$ cat config.mk
export PLATFORM = sky130hd
export DESIGN_NAME = gp_regfile
export DESIGN_NICKNAME = d
export VERILOG_FILES = /design/src/rtl/gp_regfile.sv
export SDC_FILE = /design/constraint.sdc
export NUM_CORES = 1
export LEC_CHECK = 0
export ABC_AREA = 1
export BUFFER_PORTS_ARGS = -buffer_cell sky130_fd_sc_hd__buf_2
export CAP_MARGIN = 30
export CORE_UTILIZATION = 42
export DETAILED_ROUTE_END_ITERATION = 12
export GPL_TIMING_DRIVEN = 1
export PLACE_DENSITY = 0.58
export SKIP_CTS_REPAIR_TIMING = 1
export SKIP_LAST_GASP = 1
export SLEW_MARGIN = 20
export SYNTH_ARGS = -nofsm -noshare
export SYNTH_HDL_FRONTEND = slang
export SYNTH_SLANG_ARGS = --single-unit
$ cat constraint.sdc
create_clock -name clk -period 3.7 [get_ports clk]
set_clock_uncertainty 0.05 [all_clocks]
set_input_delay 0.74 -clock clk [delete_from_list [all_inputs] [get_ports clk]]
set_output_delay 0.74 -clock clk [all_outputs]
set_load 0.02 [all_outputs]
$ cat src/rtl/gp_regfile.sv
module gp_regfile (
  input  logic        clk,
  input  logic        rst_n,
  input  logic        wr_en,
  input  logic [3:0]  wr_sel,
  input  logic        wr_byte,
  input  logic [15:0] wr_data,
  input  logic        far_load,
  input  logic [15:0] far_cs,
  input  logic [3:0]  rda_sel,
  input  logic        rda_byte,
  output logic [15:0] rda_data,
  output logic        rda_reject,
  input  logic [3:0]  rdb_sel,
  input  logic        rdb_byte,
  output logic [15:0] rdb_data
);

  localparam logic [1:0] CS_IDX = 2'd1;

  logic [7:0]  lo_q  [4];
  logic [7:0]  hi_q  [4];
  logic [15:0] ptr_q [4];
  logic [15:0] seg_q [4];

  wire w_seg   = wr_sel[3];
  wire w_bad   = w_seg && (wr_byte || wr_sel[2] || wr_sel[1:0] == CS_IDX);
  wire w_go    = wr_en && !w_bad;

  always_ff @(posedge clk) begin
    if (!rst_n) begin
      for (int i = 0; i < 4; i++) begin
        lo_q[i]  <= '0;
        hi_q[i]  <= '0;
        ptr_q[i] <= '0;
        seg_q[i] <= '0;
      end
    end else begin
      if (w_go) begin
        if (w_seg)
          seg_q[wr_sel[1:0]] <= wr_data;
        else if (wr_byte) begin
          if (wr_sel[2]) hi_q[wr_sel[1:0]] <= wr_data[7:0];
          else           lo_q[wr_sel[1:0]] <= wr_data[7:0];
        end else if (wr_sel[2])
          ptr_q[wr_sel[1:0]] <= wr_data;
        else begin
          lo_q[wr_sel[1:0]] <= wr_data[7:0];
          hi_q[wr_sel[1:0]] <= wr_data[15:8];
        end
      end
      if (far_load) seg_q[CS_IDX] <= far_cs;
    end
  end

  function automatic logic [15:0] fetch(input logic [3:0] s, input logic b);
    logic [15:0] v;
    if (s[3])
      v = (b || s[2]) ? 16'h0000 : seg_q[s[1:0]];
    else if (b)
      v = {8'h00, s[2] ? hi_q[s[1:0]] : lo_q[s[1:0]]};
    else if (s[2])
      v = ptr_q[s[1:0]];
    else
      v = {hi_q[s[1:0]], lo_q[s[1:0]]};
    return v;
  endfunction

  assign rda_reject = rda_sel[3];
  assign rda_data   = rda_sel[3] ? 16'h0000 : fetch(rda_sel, rda_byte);
  assign rdb_data   = fetch(rdb_sel, rdb_byte);

  assert_cs_hold_R6: assert property (@(posedge clk) disable iff (!rst_n)
    !far_load |=> $stable(seg_q[CS_IDX]));

  assert_cs_far_load_R7: assert property (@(posedge clk) disable iff (!rst_n)
    far_load |=> seg_q[CS_IDX] == $past(far_cs));

  assert_byte_keeps_hi_R3: assert property (@(posedge clk) disable iff (!rst_n)
    (wr_en && wr_byte && !wr_sel[3] && !wr_sel[2])
      |=> hi_q[$past(wr_sel[1:0])] == $past(hi_q[wr_sel[1:0]]));

  assert_byte_keeps_lo_R3: assert property (@(posedge clk) disable iff (!rst_n)
    (wr_en && wr_byte && !wr_sel[3] && wr_sel[2])
      |=> lo_q[$past(wr_sel[1:0])] == $past(lo_q[wr_sel[1:0]]));

  assert_byte_zero_ext_R4: assert property (@(posedge clk) disable iff (!rst_n)
    (rdb_byte && !rdb_sel[3]) |-> rdb_data[15:8] == 8'h00);

  assert_alu_reject_R8: assert property (@(posedge clk) disable iff (!rst_n)
    rda_reject |-> rda_data == 16'h0000);

endmodule

Word level (Yosys, flattened, before mapping)
Memory sizes are Yosys's and may differ from the RTL's.
Index checks and enable logic that the tools add are counted.
{"block": "totals", "register_bits": 0, "ramBits": 192, "output_inout_bits": 33, "elab_cells": 72, "memories": 4}
{"block": "classes", "n_eq_ne": 1, "muxes": 54, "n_bitwise": 3, "n_reduce_logical": 10}
{"memory": "ptr_q", "words": 4, "word_bits": 16, "read_ports": 2, "rd_clocked_by_memory_dff": 0, "wr": 4, "line_no": "23", "rtl": "logic [15:0] ptr_q [4];"}
{"memory": "seg_q", "words": 4, "word_bits": 16, "read_ports": 1, "rd_clocked_by_memory_dff": 0, "wr": 4, "line_no": "24", "rtl": "logic [15:0] seg_q [4];"}
{"memory": "hi_q", "words": 4, "word_bits": 8, "read_ports": 2, "rd_clocked_by_memory_dff": 0, "wr": 4, "line_no": "22", "rtl": "logic [7:0] hi_q [4];"}
{"memory": "lo_q", "words": 4, "word_bits": 8, "read_ports": 2, "rd_clocked_by_memory_dff": 0, "wr": 4, "line_no": "21", "rtl": "logic [7:0] lo_q [4];"}
{"operator": "$mux W16", "count": 10}
{"operator": "$mux W8", "count": 6}
{"operator": "$mux W1", "count": 34}
{"operator": "$reduce_or A16 Y1", "count": 2}
{"operator": "$reduce_or A8 Y1", "count": 2}
{"operator": "$mux W2", "count": 4}
{"operator": "$logic_or A1 B1 Y1", "count": 3}
{"operator": "$or A1 B1 Y1", "count": 3}
{"operator": "$eq A2 B1 Y1 const B", "count": 1}
{"operator": "$logic_and A1 B1 Y1", "count": 2}
{"operator": "$logic_not A1 Y1", "count": 1}

Depth between registers and ports, before layout
{"block": "depth", "ltp_word": 11, "mapped_depth": 11, "ltp_nobuf": 9}

Least setup slack after synthesis
No wires, ideal clock.
{"block": "synth_path", "kind": "input -> register", "from": "input wr_sel[1]", "to": "memory seg_q[2][0], enable pin", "arrival_time_ps": 2451, "setup_slack_ps": 787, "path_stages": 5, "path_buffers": 1, "path_cell_list": "inv_1 -> nor2_1 -> clkinv_1 -> buf_2 -> o21ai_0"}
{"item": "start: declaration", "line_no": "5", "rtl": "input logic [3:0] wr_sel,"}
{"item": "end: declaration", "line_no": "24"}

Final worst setup path
{"block": "layout_path", "from": "input rdb_sel[3]", "to": "output rdb_data[0]"}
{"block": "layout_between", "elab_chain_len": 1}
{"item": "start: declaration", "line_no": "14", "rtl": "input logic [3:0] rdb_sel,"}
{"item": "$mux W16", "line_no": "58", "rtl": "if (s[3])"}
{"item": "end: declaration", "line_no": "16", "rtl": "output logic [15:0] rdb_data"}
No other way between the ends.

==> flow_summary.ini <==
[synthesis]
syn_nets = 1392
synth_area_sq_um = 10800
ys_seq_area_frac = 0.536
syn_inst = 1341
yosys.cell_types.count = 24
synth.avg_cell_area_sq_um = 8.02
yosysTopAreaCellShare = 0.536
yosysTopAreaCell = edfxtp_1
ys_ff_latch = 192
ys_warn_count = 0
synth.area.top_cells = edfxtp_1, nand2_1, nor2_1, nand3_1, inv_1

[floorplanning]
dieArea_sq_um = 26200
core_area_sq_um = 25200
fp-row-count = 58
die_h_um = 162
io_pins = 84
die_w_um = 162
initial_core_util = 0.427

[pwr]
p_per_area_nw_per_um2 = 428
power.leakage_uw = 0.00550
peakVddDrop_v = 0.000284

[cells_and_area]
drive_gt1_frac = 0.126
final_cell_count_no_fill = 1741
layout_commonest_cell = nand2_1
post-route-util = 0.479
most-common-layout-cells = nand2_1, nor2_1, edfxtp_1
areaGrowthSynthToFinish_pct = 12.1
fin_nets = 1448

[worst_setup_path]
setup.worst_path.start_class = input pin
crit_type = in -> out
crit_end = rdb_data[0]
crit_fanout = 9
end_kind = output pin
worst_ep_required_time_ns = 2.91
crit_start = rdb_sel[3]
cp_slowest_stage_delay_ns = 0.58
crit_slowest_cell = nor3_2
cp.arrival_ns = 2.40
path_cells = buf_2 -> clkinv_1 -> nor3_2 -> buf_4 -> nand2_1 -> nand2_1 -> buf_2

[clock_network]
cts_tree = built
cts_root_buf = clkbuf_16
cts_max_path_buffers = 2
clock_sinks = 192
path_clk_slew_ns = 0.08
cts_buffers = 17
htreeDepth = 4

[placement]
dp_hpwl_mm = 23.7
dp_cells = 1708
gp_congestion = 0.888
port_buffers = 83

[timing]
setup-tns-final_ns = 0
finalCriticalPeriod_ns = 3.19
rsz0062_at_grt = false
worst_slew_pin_slew_ns = 0.753
timing.final.crit_share = 0.861
final_hold_viol_count = 0
drv_slew = 0
setup_viol = 0
slew_headroom = 0.493
fmax_mhz = 314

[routing]
routedWlPerCell_um = 19.8
drt-pass1-iter-count = 5
first_iter_violations = 1051
drc = 0
totalWireLength_mm = 34.5
ant_nets = 0
vias = 9409
routed_via_density = 5.40

[run_status]
status = complete, no violations

[global_routing]
overflow = 0
grt_antenna_before_repair = 1
grt_max_degree = 96
grt_use_met3 = 0.0396
track_usage = 0.272
grt_busiest_layer = met2
grt_pass1_vias = 8799
grt_pass1_wl_mm = 52.5
grt_util_met2 = 0.423
use_met1 = 0.373

[run]
max-cap-violations = 0

[worst_hold_path]
worstHoldPathType = in -> reg
[where the power goes]
| group | total (uW) | internal, uW | switching (uW) |
|---|---|---|---|
| logic | 751 | 208 | 542 |
| clock network | 1840 | 907 | 930 |
| registers | 2570 | 2520 | 46.4 |
[how the worst min path moves through the flow]
stage / from / endpoint / slack (ns) / cells after the start
after detailed placement: far_cs[8] / seg_q[1][8] / 0.99 / 3
after floorplan: far_cs[0] / seg_q[1][0] / 0.90 / 2
after global routing: far_cs[11] / seg_q[1][11] / 0.54 / 3
after CTS: far_cs[8] / seg_q[1][8] / 0.53 / 3
after global placement: far_cs[3] / seg_q[1][3] / 0.98 / 3
final: far_cs[8] / seg_q[1][8] / 0.53 / 3
[through the flow]
stage                     hold slack, ns  setup WS (ns)  power (uW)  area (sq um)
after floorplan                    0.898          0.787        3070         10800
after global placement             0.982          0.522        3350         11500
after detailed placement           0.990          0.520        3360         11500
after CTS                          0.526          0.527        5170         12100
after global routing               0.541          0.389        5340         12100
final                              0.532          0.513        5160         12100
[area by class of cell]
class | count | area [sq um]
fillers | 2459 | 13100
flip-flops and latches | 192 | 5770
multi-input cells | 892 | 3900
repair buffers | 118 | 731
inverters | 176 | 661
clock buffers | 17 | 425
well taps | 330 | 413
clock inverters | 15 | 158
diodes | 1 | 2.50
[registers in the layout, summed over array words and instances, names as in the netlist]
register,count
ptr_q,64
hi_q,32
lo_q,32
seg_q,64
[kinds of logic (layout without fill, tap and decap cells)]
logic type / count (synthesis) / count (layout) / synth area share
other: 0 / 1 / 0
DFF: 192 / 192 / 0.536
AOI/OAI and AO/OA: 139 / 139 / 0.0731
buffers and inverters: 257 / 326 / 0.101
and+or+nand+nor: 753 / 753 / 0.290
[worst max-delay path: cells and delay by family]
kind                   cells  cell delay (ns)
and+or+nand+nor            3             0.74
buffers and inverters      4             0.92
[cells in the mapped netlist]
master    count
nor2_2        3
nor3_2       11
nand3_2       1
inv_1       171
o22ai_1      16
inv_2         2
buf_6         4
o211ai_1     28
nor2_1      234
nand2_4       1
nand2_1     363
clkinv_1      3
buf_4        10
edfxtp_1    192
clkbuf_8      1
o21ai_0      64
buf_2        33
buf_1         3
a21oi_1      31
nand3_1     131
nand2_2       5
clkbuf_1     30
nor2_4        3
or2_2         1
[metal layers]
metal	wire (um)	part of all wire
met1	14300	0.41
met3	2960	0.086
met2	15700	0.45
met4	1610	0.046
met5	0	0
Note: power is estimated with default switching activity, not from simulation.
